===== config.mk =====
export PLATFORM = sky130hd
export DESIGN_NAME = dbg_trig_seq
export DESIGN_NICKNAME = d
export VERILOG_FILES = /design/src/rtl/dbg_trig_seq.sv
export SDC_FILE = /design/constraint.sdc
export NUM_CORES = 1
export LEC_CHECK = 0
export ABC_CLOCK_PERIOD_IN_PS = 5200
export BUFFER_PORTS_ARGS = -buffer_cell sky130_fd_sc_hd__buf_2
export CORE_UTILIZATION = 30
export DETAILED_ROUTE_END_ITERATION = 12
export GPL_TIMING_DRIVEN = 1
export RECOVER_POWER = 25
export SETUP_SLACK_MARGIN = 0.02
export SLEW_MARGIN = 20
export SYNTH_ARGS = -nofsm -noshare
export SYNTH_HDL_FRONTEND = slang
export SYNTH_SLANG_ARGS = --single-unit

===== constraint.sdc =====
create_clock -name clk_i -period 5.2 [get_ports clk_i]
set_input_delay 1.04 -clock clk_i [delete_from_list [all_inputs] [get_ports clk_i]]
set_output_delay 1.04 -clock clk_i [all_outputs]
set_load 0.02 [all_outputs]

===== src/rtl/dbg_trig_seq.sv =====
module dbg_trig_seq #(
  parameter int ADDR_W = 8,
  parameter logic [ADDR_W-1:0] CTL_ADDR = 'h27
) (
  input  logic              clk_i,
  input  logic              rst_ni,
  input  logic              arm_i,
  input  logic [1:0]        bank_sel_i,
  input  logic [ADDR_W-1:0] addr_i,
  input  logic              wr_en_i,
  input  logic [7:0]        wr_data_i,
  output logic [7:0]        rd_data_o,
  input  logic [2:0]        match_i,
  input  logic [2:0]        match_en_i,
  output logic [2:0]        state_o,
  output logic              final_o
);

  localparam logic [2:0] ST_IDLE = 3'd0, ST_S1 = 3'd1, ST_S2 = 3'd2, ST_S3 = 3'd3, ST_FIN = 3'd4;
  localparam logic [1:0] T_NONE = 2'd0, T_A = 2'd1, T_B = 2'd2, T_FIN = 2'd3;

  logic [3:0] ctl1_q, ctl2_q, ctl3_q;
  logic [2:0] st_q, st_d;

  // per-code targets packed as {ch2, ch1, ch0}
  function automatic logic [5:0] code_map(input logic [3:0] c);
    case (c)
      4'd0:    code_map = {T_B,    T_FIN,  T_FIN};
      4'd1:    code_map = {T_A,    T_FIN,  T_FIN};
      4'd2:    code_map = {T_A,    T_NONE, T_FIN};
      4'd3:    code_map = {T_NONE, T_B,    T_FIN};
      4'd4:    code_map = {T_B,    T_NONE, T_A};
      4'd5:    code_map = {T_B,    T_A,    T_NONE};
      4'd6:    code_map = {T_NONE, T_FIN,  T_FIN};
      4'd7:    code_map = {T_FIN,  T_NONE, T_NONE};
      4'd8:    code_map = {T_NONE, T_B,    T_NONE};
      4'd9:    code_map = {T_B,    T_NONE, T_NONE};
      default: code_map = 6'd0;
    endcase
  endfunction

  wire win_hit = (addr_i == CTL_ADDR) && (bank_sel_i != 2'b11);
  wire wr_ok   = wr_en_i && win_hit && !arm_i;
  wire active  = arm_i && (st_q == ST_S1 || st_q == ST_S2 || st_q == ST_S3);

  wire [3:0] cur_code = (st_q == ST_S1) ? ctl1_q : (st_q == ST_S2) ? ctl2_q : ctl3_q;
  wire [5:0] tmap     = code_map(cur_code);
  wire [2:0] hit      = match_i & match_en_i;
  wire [1:0] t0 = hit[0] ? tmap[1:0] : T_NONE;
  wire [1:0] t1 = hit[1] ? tmap[3:2] : T_NONE;
  wire [1:0] t2 = hit[2] ? tmap[5:4] : T_NONE;
  wire fin_hit  = (t0 == T_FIN) || (t1 == T_FIN) || (t2 == T_FIN);
  wire [1:0] pick = fin_hit ? T_FIN : (t0 != T_NONE) ? t0 : (t1 != T_NONE) ? t1 : t2;

  wire [2:0] slot_a = (st_q == ST_S1) ? ST_S2 : ST_S1;
  wire [2:0] slot_b = (st_q == ST_S3) ? ST_S2 : ST_S3;

  always_comb begin
    st_d = st_q;
    if (!arm_i) st_d = ST_IDLE;
    else if (st_q == ST_IDLE) st_d = ST_S1;
    else if (active) begin
      case (pick)
        T_FIN:   st_d = ST_FIN;
        T_A:     st_d = slot_a;
        T_B:     st_d = slot_b;
        default: st_d = st_q;
      endcase
    end
  end

  always_ff @(posedge clk_i or negedge rst_ni) begin
    if (!rst_ni) begin
      st_q   <= ST_IDLE;
      ctl1_q <= '0;
      ctl2_q <= '0;
      ctl3_q <= '0;
    end else begin
      st_q <= st_d;
      if (wr_ok) begin
        case (bank_sel_i)
          2'b00:   ctl1_q <= wr_data_i[3:0];
          2'b01:   ctl2_q <= wr_data_i[3:0];
          default: ctl3_q <= wr_data_i[3:0];
        endcase
      end
    end
  end

  assign rd_data_o = !win_hit ? 8'h00 :
                     {4'h0, (bank_sel_i == 2'b00) ? ctl1_q : (bank_sel_i == 2'b01) ? ctl2_q : ctl3_q};
  assign state_o = st_q;
  assign final_o = (st_q == ST_FIN);

  p_rd_upper_zero_r2: assert property (@(posedge clk_i) disable iff (!rst_ni) rd_data_o[7:4] == 4'h0);
  p_wr_locked_r3: assert property (@(posedge clk_i) disable iff (!rst_ni)
    arm_i |=> ($stable(ctl1_q) && $stable(ctl2_q) && $stable(ctl3_q)));
  p_arm_entry_r4: assert property (@(posedge clk_i) disable iff (!rst_ni)
    (arm_i && state_o == ST_IDLE) |=> state_o == ST_S1);
  p_disarm_idle_r4: assert property (@(posedge clk_i) disable iff (!rst_ni)
    !arm_i |=> state_o == ST_IDLE);
  p_no_enable_hold_r7: assert property (@(posedge clk_i) disable iff (!rst_ni)
    (active && (match_i & match_en_i) == 3'b000) |=> $stable(state_o));
  p_final_wins_r8: assert property (@(posedge clk_i) disable iff (!rst_ni)
    (active && fin_hit) |=> final_o);
  p_reserved_hold_r10: assert property (@(posedge clk_i) disable iff (!rst_ni)
    (active && cur_code >= 4'd10) |=> $stable(state_o));
  p_final_sticky_r11: assert property (@(posedge clk_i) disable iff (!rst_ni)
    (final_o && arm_i) |=> final_o);
  p_legal_state_r11: assert property (@(posedge clk_i) disable iff (!rst_ni)
    (state_o <= ST_FIN) && (final_o == (state_o == ST_FIN)));

endmodule


# Word-level counts from Yosys, hierarchy flattened
# Memories as Yosys holds them, arrays and structs flattened.
# Cells that the tools add are included.
dict set report totals {
  register_bits 15
  latch_bits 0
  ramBits 0
  rom_bits 96
  output_inout_bits 12
  memories 1
}
dict set report classes {
  n_addsub 0
  n_mul 0
  div 0
  n_lt_le_gt_ge 0
  n_eq_ne 15
  n_shift 0
  mux 17
  n_bitwise 2
  n_reduce_logical 18
}
# name words word_bits rd rd_ports_with_merged_regs write_ports line_no
set memory_table {}
lappend memory_table {{(no name shown)} 16 6 1 0 0 27} ;# case (c)
# operator n
set ops {}
lappend ops {{two-way mux 4 bit} 5}
lappend ops {{two-way mux 2 bit} 7}
lappend ops {{equality test 2 bit, second input constant} 5}
lappend ops {{two-way mux 3 bit} 3}
lappend ops {{case mux 3 bit (3 select lines)} 1}
lappend ops {{equality test 8 x 6 -> 1 bit, second input constant} 1}
lappend ops {{AND reduction 2 bit} 4}
lappend ops {{equality test 3 x 2 -> 1 bit, second input constant} 2}
lappend ops {{!= test 5 x 1 -> 1 bit, second input constant} 1}
lappend ops {{equality test 2 x 1 -> 1 bit, second input constant} 2}
lappend ops {{logical AND 1 bit} 4}
lappend ops {{logical OR 1 bit} 4}
lappend ops {{nonzero test 2 bit} 2}
lappend ops {{bitwise AND 3 bit} 1}
lappend ops {{equality test 3 x 1 -> 1 bit, second input constant} 1}
lappend ops {{equality test 3 bit, second input constant} 1}
lappend ops {{logical NOT 3 bit} 1}
lappend ops {{!= test 3 x 1 -> 1 bit, second input constant} 1}
lappend ops {{logical NOT 2 bit} 1}
lappend ops {{!= test 2 bit, second input constant} 1}
lappend ops {{OR reduction 2 bit} 1}
lappend ops {{logical NOT 1 bit} 1}
lappend ops {{two-way mux 1 bit} 1}
lappend ops {{NOT 1 bit} 1}

# Depth between registers and ports, before layout
# Gate-level depths: netlist of run 1.
# An unclocked memory read counts as a cell.
dict set report logic_depth {
  depth_word 14
  ltp_mapped 16
  ltp_nobuf 16
}

# Worst setup path after synthesis of run 1
# OpenSTA, ideal clock, no wires.
dict set report synth_timing {
  path_type {flip-flop to flip-flop}
  startpoint {reg st_q[1], in the netlist state_o[1]}
  endpoint {reg st_q[0], in the netlist state_o[0]}
  t_arrival_ns 3.233
  required_time_ns 5.078
  slack_ns 1.845
  stages_incl_launch_ff 16
  cell_sequence {dfrtp_1 -> xnor2_1 -> o21ai_1 -> nand2_1 -> inv_1 -> ha_1 -> inv_1 -> a21oi_1 -> a2111oi_2 -> nor2b_1 -> o31ai_1 -> a41oi_1 -> ha_1 -> o21ai_0 -> a2bb2o_1 -> a32o_1}
}
dict set report synth_between {
  elab_chain_len 14
  word_cells_on_any_way 35
  cone_classes {eq/ne: 11; mux: 14; reduce/logical: 9; memory: 1}
}
# element line_no
set synth_rtl {}
lappend synth_rtl {{start: declaration} 23} ;# logic [2:0] st_q, st_d;
lappend synth_rtl {{start signal: assignment} 79} ;# st_q <= st_d;
lappend synth_rtl {{equality test 3 x 2 -> 1 bit} {44, 46}}
lappend synth_rtl {{two-way mux 4 bit (2 in a row)} 46} ;# wire [3:0] cur_code = (st_q == ST_S1) ? ctl1_q : (st_q == ST_S2) ? ctl2_q : ctl3_q;
lappend synth_rtl {{memory (16 x 6 bit)} n/a}
lappend synth_rtl {{two-way mux 2 bit (on tied branches)} {50, 49}}
lappend synth_rtl {{nonzero test 2 bit or equality test 2 bit (tied branches)} {53, 52}}
lappend synth_rtl {{two-way mux 2 bit or logical OR 1 bit (tied branches) (2 in a row)} {53, 52}}
lappend synth_rtl {{two-way mux 2 bit} 53} ;# wire [1:0] pick = fin_hit ? T_FIN : (t0 != T_NONE) ? t0 : (t1 != T_NONE) ? t1 : t2;
lappend synth_rtl {{equality test 2 bit or equality test 2 x 1 -> 1 bit (tied branches)} 63} ;# case (pick)
lappend synth_rtl {{case mux 3 bit (3 select lines)} 63}
lappend synth_rtl {{two-way mux 3 bit} 62} ;# else if (active) begin
lappend synth_rtl {{two-way mux 3 bit} 61} ;# else if (st_q == ST_IDLE) st_d = ST_S1;
lappend synth_rtl {{two-way mux 3 bit} 60} ;# if (!arm_i) st_d = ST_IDLE;
# Parallel ways exist; a longest one is shown, timed or not. The select of a mux whose other input is x is not followed.
# A chain may end at the register's enable or synchronous reset.

# Worst setup path in the final report of run 1
# Same ends and word-level chain as after synthesis.

==> flow_summary_export.csv, run 1 <==
group,metric,value,unit
grt,grt_usage,12.9,%
setup_path,crit_required,5.35,ns
pwr,powerDensity,216,nW/um^2
final_layout,drive_gt1_share,32.1,%
yosys,ys_ff_latch,15,
clocking,post_cts_buffers,0,
floorplan,fp-row-count,23,
detailed_routing,firstDrtPassIters,4,
yosys,synthDistinctLibCells,45,
hold_path,min_path_type,"reg -> reg",
setup_path,reg2reg_depth,15,
setup_path,worstSetupStartpointType,"flip-flop",
sta,slew_headroom,38.5,%
yosys,syn_inst,137,
yosys,synth_top_area_share,29.7,%
final_layout,n_antenna_cell,0,
yosys,synth_edf_count,0,
placement,hpwlAfterDp,2180,um
run,maxCapViolCount,0,
clocking,cts_tree,"built",
clocking,cts-resized-gates,0,
sta,slew_viol_final,0,
final_layout,utilization,36.6,%
sta,hold_violations,0,
sta,timing.fmax,0.258,GHz
detailed_routing,first_iter_violations,39,
clocking,clockRootBuffer,"clkbuf_8",
hold_path,min_path_cells,1,
clocking,clk_latency,0.25,ns
yosys,netlist_top_cells_count,"15 x dfrtp_1, 14 x mux2_2, 11 x nor2_1, 8 x a21oi_1, 8 x nand2_1",
setup_path,arrival,4.02,ns
outcome,outcome,"complete, no violations",
sta,period_minus_slack,3.87,ns
pwr,ir_drop,0.130,mV
yosys,yosysSeqAreaShare,29.7,%
sta,tightestPinTransition,0.914,ns
sta,fin_crit_sh,74.4,%
yosys,yosys.area.top_type,"dfrtp_1",
final_layout,fill_cells,450,
yosys,synth_ff_type,"dfrtp_1",
setup_path,path_class,"reg -> reg",
detailed_routing,drc,0,
setup_path,crit_fanout,15,
placement,postPlaceCellArea,1430,sq um
sta,rsz0062_at_grt,"false",
pwr,p_leak,0.000712,uW
sta,fin_skew,0.00230,ns
placement,gp_congestion,0.766,
clocking,hold_buffers,0,
detailed_routing,vias_per_cell,5.24,
grt,grt_pass1_wl,4330,um
placement,io_buffers,31,
floorplan,design.die.area,4470,sq um
yosys,synthArstFlopShare,100,%
clocking,h-tree-depth,1,
final_layout,syn2layout_area_growth,16.9,%
grt,antenna_found_initial,0,
sta,setup_viol,0,
clocking,cts_buffers,3,
yosys,synth_area_per_cell,9.22,sq um
floorplan,core-area,4030,sq um
floorplan,io_pins,40,
detailed_routing,vias,1126,
floorplan,die_height,66.9,um
detailed_routing,ant_nets,0,
clocking,cts.sinks,15,
floorplan,initial_core_util,31.3,%
yosys,ys_warn_count,0,
final_layout,layout.cell_area.non_filler,1480,sq um
floorplan,die_w,66.9,um
yosys,synth_area_leaders,"dfrtp_1 30%, mux2_2 12%, mux2i_1 4.0%",
setup_path,worst_setup_path_end_kind,"flip-flop",
yosys,yosys.cell_count.top_type,"dfrtp_1",
clocking,clkTransAtPathRegs,0.06,ns
sta,tns,0,ns
detailed_routing,finalWirelength,2790,um
detailed_routing,avgRoutedWirePerCell,13.0,um
grt,grt_overflow,0,
final_layout,final_nets,197,
grt,grt_start_max_net_pins,17,
yosys,syn-cell-area,1260,sq um
grt,grt_pass1_vias,920,
clocking,clockBufferDepth,2,
## placed cells by master (no fill, tap or decap), types with 2 or more instances in the layout
cell type  instances
a21o_1             4
a21oi_1            8
a31oi_1            2
a32o_1             2
a41o_1             3
and2_1             2
buf_2             30
clkbuf_8           3
conb_1             4
dfrtp_1           15
ha_1               3
inv_1              7
mux2_2            14
mux2i_1            5
nand2_1            8
nand3b_1           6
nor2_1            11
nor2b_1            2
nor3_1             3
o21ai_0            4
o21ai_1            3
## power by group
part / internal [uW] / switching [uW] / leakage (uW)
clock network: 53.2 / 43.8 / 0.0000255
registers: 122 / 17.2 / 0.000207
logic: 38.8 / 44.5 / 0.000480
total: 214 / 106 / 0.000712
## worst max-delay path, cell delays in order (launching register included)
cell,delay (ns)
dfrtp_1,0.60
xnor2_1,0.20
o21ai_1,0.32
nand2_1,0.18
inv_1,0.12
ha_1,0.23
inv_1,0.07
a21oi_1,0.05
a2111oi_2,0.47
nor2b_1,0.10
o31ai_1,0.36
a41oi_1,0.09
ha_1,0.33
o21ai_0,0.08
a2bb2o_1,0.30
a32o_1,0.25
## state kept, by name, summed over array words and instances (netlist names)
| name | cells |
|---|---|
| ctl3_q | 4 |
| ctl2_q | 4 |
| ctl1_q | 4 |
| state_o | 3 |
## metal layers
metal / wire length [um] / share of wire, % / track usage, %
met5: 0 / 0 / 0
met4: 29 / 1.0 / 4.79
met3: 79 / 2.8 / 1.54
met2: 1340 / 48 / 19.8
met1: 1340 / 48 / 18.2
## cells by family (layout without fill, tap and decap cells)
family	after synthesis	in the layout	share of synthesized area, %
muxes	19	19	16.5
xor gates and xnor gates	1	1	0.694
DFF	15	15	29.7
buffers and inverters	17	42	6.84
and+or+nand+nor	42	42	18.8
adders and majority gates	3	3	2.97
other	1	4	0.297
AOI/OAI and AO/OA	39	39	24.2
## per-stage QoR
stage	hold WS, ns	std cells	setup WS, ns	total power (uW)
final	0.544	215	1.33	319
after global routing	0.571	215	1.02	337
after CTS	0.544	215	1.37	321
after detailed placement	0.529	211	1.39	224
after global placement	0.531	211	1.38	224
after floorplan	0.494	140	1.85	202
## final timing paths
kind	from	endpoint	slack, ns
setup / recovery	state_o[1]$_DFFE_PN0P_	state_o[0]$_DFFE_PN0P_	1.33
hold / removal	ctl2_q[3]$_DFFE_PN0P_	ctl2_q[3]$_DFFE_PN0P_	0.54
setup reg to reg	state_o[1]$_DFFE_PN0P_	state_o[0]$_DFFE_PN0P_	1.33
hold reg to reg	ctl2_q[3]$_DFFE_PN0P_	ctl2_q[3]$_DFFE_PN0P_	0.54
max in group asynchronous	rst_ni	ctl2_q[2]$_DFFE_PN0P_	3.85
min in group asynchronous	rst_ni	ctl3_q[0]$_DFFE_PN0P_	0.85
## cell type report
class                           instances  area [sq um]  area share, %
Multi-Input combinational cell        108           812           55.0
Clock buffer                            3          41.3           2.80
Clock inverter                          1          5.00          0.339
Inverter                                7          26.3           1.78
Tap cell                               50          62.6           4.24
Sequential cell                        15           375           25.4
Timing Repair Buffer                   31           154           10.4
No activity file was read; power rests on OpenSTA's default activity.
==> run 2, diff against run 1 <==
--- a/config.mk
+++ b/config.mk
@@ -5,7 +5,7 @@
 export SDC_FILE = /design/constraint.sdc
 export NUM_CORES = 1
 export LEC_CHECK = 0
-export ABC_CLOCK_PERIOD_IN_PS = 5200
+export ABC_CLOCK_PERIOD_IN_PS = 3320
 export BUFFER_PORTS_ARGS = -buffer_cell sky130_fd_sc_hd__buf_2
 export CORE_UTILIZATION = 30
 export DETAILED_ROUTE_END_ITERATION = 12
==> constraint.sdc (replaced) <==
create_clock -name clk_i -period 3.32 [get_ports clk_i]
set_input_delay 0.664 -clock clk_i [delete_from_list [all_inputs] [get_ports clk_i]]
set_output_delay 0.664 -clock clk_i [all_outputs]
set_load 0.02 [all_outputs]
==> run 2 against run 1 <==
Net effect: sequential power is 53% higher; global-route usage up 0.48 points; routed wire length rose by 5.1%; die area stayed put; largest power group unchanged.
==> flow_summary_export.csv, run 2 (synthesis gave the netlist of run 1 again) <==
group,metric,value,unit
outcome,outcome,"complete, no violations",
pwr,p_total,540,uW
sta,period_minus_slack,3.16,ns
detailed_routing,ant_nets,0,
final_layout,fill_cells,416,
sta,tightestPinTransition,0.756,ns
floorplan,fp-row-count,23,
grt,grt_start_max_net_pins,16,
sta,slew_headroom,49.6,%
detailed_routing,drc,0,
sta,fin_crit_sh,95.0,%
final_layout,drive_gt1_share,45.3,%
pwr,p_leak,0.000801,uW
pwr,ir_drop,0.286,mV
final_layout,layout.cell_area.non_filler,1680,sq um
floorplan,design.die.area,4470,sq um
setup_path,path_class,"reg -> reg",
setup_path,crit_family,"compound AO/OA/AOI/OAI gates",
final_layout,final_common_cell,"buf_2",
clocking,cts_buffers,3,
detailed_routing,vias,1186,
setup_path,crit_required,3.45,ns
final_layout,syn2layout_area_growth,32.9,%
clocking,cts_tree,"built",
sta,fin_skew,0.00170,ns
grt,antenna_found_initial,0,
detailed_routing,firstDrtPassIters,4,
detailed_routing,wl_met1,1390,um
detailed_routing,met2_length,1430,um
setup_path,regToRegEndpoint,"state_o[0]$_DFFE_PN0P_",
detailed_routing,met3_length,72,um
placement,gp_congestion,0.800,
pwr,powerDensity,322,nW/um^2
placement,postPlaceCellArea,1540,sq um
final_layout,final_cell_mix,"30 x buf_2, 15 x buf_4, 14 x mux2_2",
setup_path,worstPathCellList,"buf_6, nand3b_1, a21o_1, nand2_2, ha_4, inv_2, a21oi_1, a2111oi_4, nor2b_1, o31ai_2, a41oi_1, ha_1, o21ai_1, a2bb2o_2, a32o_1",
sta,setup_viol,0,
setup_path,cp_num_buf_inv,2,
setup_path,crit_fanout,6,
grt,grt_pass1_vias,1051,
clocking,cts.sinks,15,
sta,timing.fmax,0.317,GHz
floorplan,core-area,4030,sq um
detailed_routing,first_iter_violations,30,
floorplan,initial_core_util,31.3,%
final_layout,n_antenna_cell,0,
clocking,clockRootBuffer,"clkbuf_8",
setup_path,reg2reg_depth,15,
grt,grt_pass1_wl,4620,um
setup_path,arrival,3.29,ns
setup_path,worstSetupStartpointType,"flip-flop",
clocking,clk_latency,0.25,ns
clocking,clkTransAtPathRegs,0.06,ns
hold_path,min_path_type,"in -> async",
setup_path,rrSetupSlack,0.16,ns
clocking,h-tree-depth,1,
final_layout,final_nets,213,
floorplan,die_w,66.9,um
grt,grt_overflow,0,
clocking,clockBufferDepth,2,
setup_path,slowest_delay,0.48,ns
detailed_routing,finalWirelength,2930,um
sta,whs,0.458,ns
setup_path,crit_cells,15,
sta,rsz0062_at_grt,"true",
final_layout,reg_top3,"ctl1_q: 4 flops, ctl2_q: 4 flops, ctl3_q: 4 flops",
sta,hold_violations,0,
floorplan,io_pins,40,
detailed_routing,vias_per_cell,5.13,
detailed_routing,highest_layer,"met4",
detailed_routing,avgRoutedWirePerCell,12.7,um
floorplan,die_height,66.9,um
setup_path,critical_path.slowest_cell,"dfrtp_2",
run,maxCapViolCount,0,
setup_path,r2r-start,"state_o[1]$_DFFE_PN0P_",
placement,hpwlAfterDp,2290,um
grt,grt_usage,13.4,%
sta,slew_viol_final,0,
placement,io_buffers,31,
setup_path,worst_setup_path_end_kind,"flip-flop",
[run 2: layer usage]
| layer | vias to the layer above | global-route usage, % |
|---|---|---|
| met5 | - | 0 |
| met4 | 0 | 4.79 |
| met3 | 4 | 1.03 |
| met2 | 18 | 22.5 |
| met1 | 564 | 17.8 |
| li1 | 600 | - |
[run 2: worst register-to-register path, cell delays in order (launching register included)]
cell,delay (ns)
dfrtp_2,0.48
buf_6,0.16
nand3b_1,0.14
a21o_1,0.21
nand2_2,0.10
ha_4,0.21
inv_2,0.05
a21oi_1,0.05
a2111oi_4,0.35
nor2b_1,0.10
o31ai_2,0.24
a41oi_1,0.08
ha_1,0.34
o21ai_1,0.07
a2bb2o_2,0.25
a32o_1,0.21
[run 2: layout make-up]
type,count,area (sq um),share of cell area (%)
Clock inverter,1,5.00,0.298
Sequential cell,15,378,22.5
Multi-Input combinational cell,108,887,52.9
Clock buffer,3,41.3,2.46
Timing Repair Buffer,47,278,16.6
Tap cell,50,62.6,3.73
Inverter,7,26.3,1.57
[run 2: worst max-delay path by stage]
stage / start / endpoint / slack [ns]
2_1_floorplan: state_o[0]$_DFFE_PN0P_ / state_o[0]$_DFFE_PN0P_ / 0.03
3_3_place_gp: state_o[0]$_DFFE_PN0P_ / state_o[0]$_DFFE_PN0P_ / 0.07
3_5_place_dp: state_o[0]$_DFFE_PN0P_ / state_o[0]$_DFFE_PN0P_ / 0.02
4_1_cts: state_o[1]$_DFFE_PN0P_ / state_o[0]$_DFFE_PN0P_ / 0.02
5_1_grt: state_o[0]$_DFFE_PN0P_ / state_o[0]$_DFFE_PN0P_ / -0.004
6_report: state_o[1]$_DFFE_PN0P_ / state_o[0]$_DFFE_PN0P_ / 0.16
[run 2: per-stage QoR]
| step | std cells | setup TNS (ns) | worst slack (ns) | utilization [%] |
|---|---|---|---|---|
| 3_3_place_gp | 224 | 0 | 0.0731 | 38.3 |
| 6_report | 231 | 0 | 0.165 | 41.6 |
| 5_1_grt | 231 | -0.00409 | -0.00409 | 41.6 |
| 4_1_cts | 228 | 0 | 0.0202 | 39.6 |
| 3_5_place_dp | 224 | 0 | 0.0192 | 38.3 |
| 2_1_floorplan | 140 | 0 | 0.0330 | - |
[run 2: power breakdown]
group | internal (uW) | switching, uW | total, uW
clock | 83.1 | 62.0 | 145
sequential | 192 | 19.7 | 212
combinational | 91.4 | 91.9 | 183
[run 2: timing repair]
| action | CTS | global route |
|---|---|---|
| buffers inserted | 0 | 3 |
| gates resized for setup | 2 | 15 |
| hold buffers | 0 | 0 |
| endpoints found under the setup margin | 1 | 3 |
| pin swaps | 0 | 7 |
==> run 3, diff against run 2 <==
==> constraint.sdc (replaced) <==
create_clock -name clk_i -period 3.32 [get_ports clk_i]
set_input_delay 0.166 -clock clk_i [delete_from_list [all_inputs] [get_ports clk_i]]
set_output_delay 0.166 -clock clk_i [all_outputs]
set_load 0.02 [all_outputs]
==> run 3 against run 2 <==
Net effect: first-iteration DRC count fell by 77%; core utilization is 0.99 points higher; register-to-register slack about the same; worst setup slack better by 0.0036 ns; clock power down 3%; non-clock buffer count up 1; combinational power up 4%; fmax grew 0.11%; design area up 2.4%; sequential power barely moved; critical path depth did not move; clock skew down 0.0010 ns.
==> flow_summary_export.csv, run 3 (synthesis gave the netlist of run 1 again) <==
group,metric,value,unit
placement,dpl.cell_count,223,
setup_path,rrSetupSlack,0.17,ns
grt,grt_start_max_net_pins,16,
setup_path,cp-startpoint,"state_o[1]$_DFFE_PN0P_",
clocking,cts_tree,"built",
clocking,clk_latency,0.24,ns
sta,tightestPinTransition,0.892,ns
detailed_routing,first_iter_violations,7,
sta,slew_viol_final,0,
final_layout,syn2layout_area_growth,36.1,%
placement,postPlaceCellArea,1530,sq um
setup_path,reg2reg_depth,15,
setup_path,r2r-start,"state_o[1]$_DFFE_PN0P_",
grt,met3_usage,1.03,%
detailed_routing,drc,0,
final_layout,layout.cell_area.non_filler,1720,sq um
pwr,p_clk_share,26.0,%
setup_path,crit_required,3.45,ns
pwr,pwr-share-comb,35.0,%
grt,grt_overflow,0,
sta,setup_viol,0,
pwr,p_int,371,uW
clocking,clockRootBuffer,"clkbuf_8",
pwr,seq_power_share,39.1,%
clocking,cts_buffers,3,
detailed_routing,vias_per_cell,4.97,
pwr,powerDensity,317,nW/um^2
final_layout,final_cell_mix,"30 x buf_2, 15 x buf_4, 14 x mux2_2",
floorplan,io_pins,40,
detailed_routing,firstDrtPassIters,3,
sta,whs,0.183,ns
detailed_routing,avgRoutedWirePerCell,12.3,um
final_layout,instances_no_fill,232,
pwr,netSwitchingFraction,32.0,%
grt,grt_usage,12.9,%
setup_path,cpMostUsedCell,"inv_1",
setup_path,crit_fanout,5,
final_layout,final_nets,214,
sta,fin_crit_sh,94.9,%
placement,gp_congestion,0.793,
final_layout,final_common_cell,"buf_2",
sta,timing.fmax,0.317,GHz
grt,use_met2,21.3,%
setup_path,critical_path.slowest_cell,"dfrtp_2",
placement,io_buffers,31,
grt,antenna_found_initial,0,
setup_path,worstPathCellList,"nand3b_1, a21o_1, nand2_1, inv_1, ha_4, inv_4, mux2_2, a31oi_2, o31ai_2, a41o_1, ha_1, inv_1, a2bb2oi_1, a2bb2o_2, a32o_1",
placement,hpwlAfterDp,2240,um
sta,period_minus_slack,3.15,ns
sta,hold_violations,0,
pwr,p_leak,0.000807,uW
floorplan,die_height,66.9,um
sta,rsz0062_at_grt,"false",
setup_path,regToRegEndpoint,"state_o[0]$_DFFE_PN0P_",
final_layout,drive_gt1_share,46.7,%
run,maxCapViolCount,0,
clocking,h-tree-depth,1,
clocking,cts.sinks,15,
outcome,outcome,"complete, no violations",
floorplan,die_w,66.9,um
final_layout,n_antenna_cell,0,
setup_path,path_class,"reg -> reg",
grt,grt_use_met1,17.3,%
setup_path,worst_setup_path_end_kind,"flip-flop",
grt,grt_pass1_vias,1043,
pwr,ir_drop,0.352,mV
setup_path,arrival,3.28,ns
grt,top_usage_layer,"met2",
setup_path,worstSetupStartpointType,"flip-flop",
detailed_routing,vias,1154,
sta,slew_headroom,40.0,%
final_layout,reg_top3,"ctl1_q: 4 flops, ctl2_q: 4 flops, ctl3_q: 4 flops",
pwr,switchingPower,174,uW
hold_path,min_path_type,"in -> reg",
sta,fin_skew,0.000659,ns
clocking,clkTransAtPathRegs,0.06,ns
setup_path,endpoint,"state_o[0]$_DFFE_PN0P_",
setup_path,slowest_delay,0.47,ns
floorplan,core-area,4030,sq um
floorplan,initial_core_util,31.3,%
floorplan,fp-row-count,23,
grt,grt_pass1_wl,4510,um
detailed_routing,finalWirelength,2850,um
detailed_routing,ant_nets,0,
clocking,clockBufferDepth,2,
floorplan,design.die.area,4470,sq um
-- run 3: how the worst min path moves through the flow --
stage | start | end | slack [ns] | cells past startpoint
after detailed placement | rst_ni | ctl1_q[0]$_DFFE_PN0P_ | 0.08 | 1
final | wr_data_i[2] | ctl3_q[2]$_DFFE_PN0P_ | 0.18 | 2
after floorplan | rst_ni | ctl1_q[0]$_DFFE_PN0P_ | -0.13 | 0
after global routing | wr_data_i[1] | ctl1_q[1]$_DFFE_PN0P_ | 0.19 | 2
after global placement | rst_ni | ctl1_q[0]$_DFFE_PN0P_ | 0.08 | 1
after CTS | wr_data_i[2] | ctl3_q[2]$_DFFE_PN0P_ | 0.18 | 2
-- run 3: power by group through the flow --
stage	registers (uW)	logic, uW	clock network (uW)
2_1_floorplan	212	106	0
3_3_place_gp	210	158	0
3_5_place_dp	210	160	0
4_1_cts	208	165	147
5_1_grt	215	210	154
6_report	213	191	141
-- run 3: metrics by stage --
step	setup slack, ns	setup TNS (ns)	power (uW)	util [%]
final	0.168	0	545	42.6
after global routing	0.0315	0	578	42.6
after CTS	0.0241	0	521	39.8
after detailed placement	-0.0841	-0.0841	370	38.1
after global placement	0.0529	0	367	38.1
after floorplan	0.0330	0	318	-
-- run 3: cell type report --
class                   instances  area (sq um)
flip-flops and latches         15           378
well taps                      50          62.6
repair buffers                 48           288
multi-input cells             108           915
clock buffers                   3          41.3
inverters                       7          28.8
clock inverters                 1          5.00
fillers                       412          2310
-- run 3: repair_timing --
item,in CTS,in global routing
setup endpoints to repair,1,2
endpoints found under the hold margin,15,0
resized for setup,3,22
setup buffers,0,4
hold buffers,1,0
pin swaps,0,12
-- run 3: per-layer routing --
layer	wire length, um	vias up
li1	-	599
met1	1370	534
met2	1380	18
met3	65	3
met4	29	0
met5	0	-
-- run 3: critical path: cells and delay by family, from the launching register on --
kind | cells | cell delay [ns]
AO/OA/AOI/OAI | 7 | 1.34
adder cells (fa/ha/maj) | 2 | 0.47
flip-flops | 1 | 0.47
multiplexers | 1 | 0.29
AND/OR/NAND/NOR | 2 | 0.26
buffers and inverters | 3 | 0.21
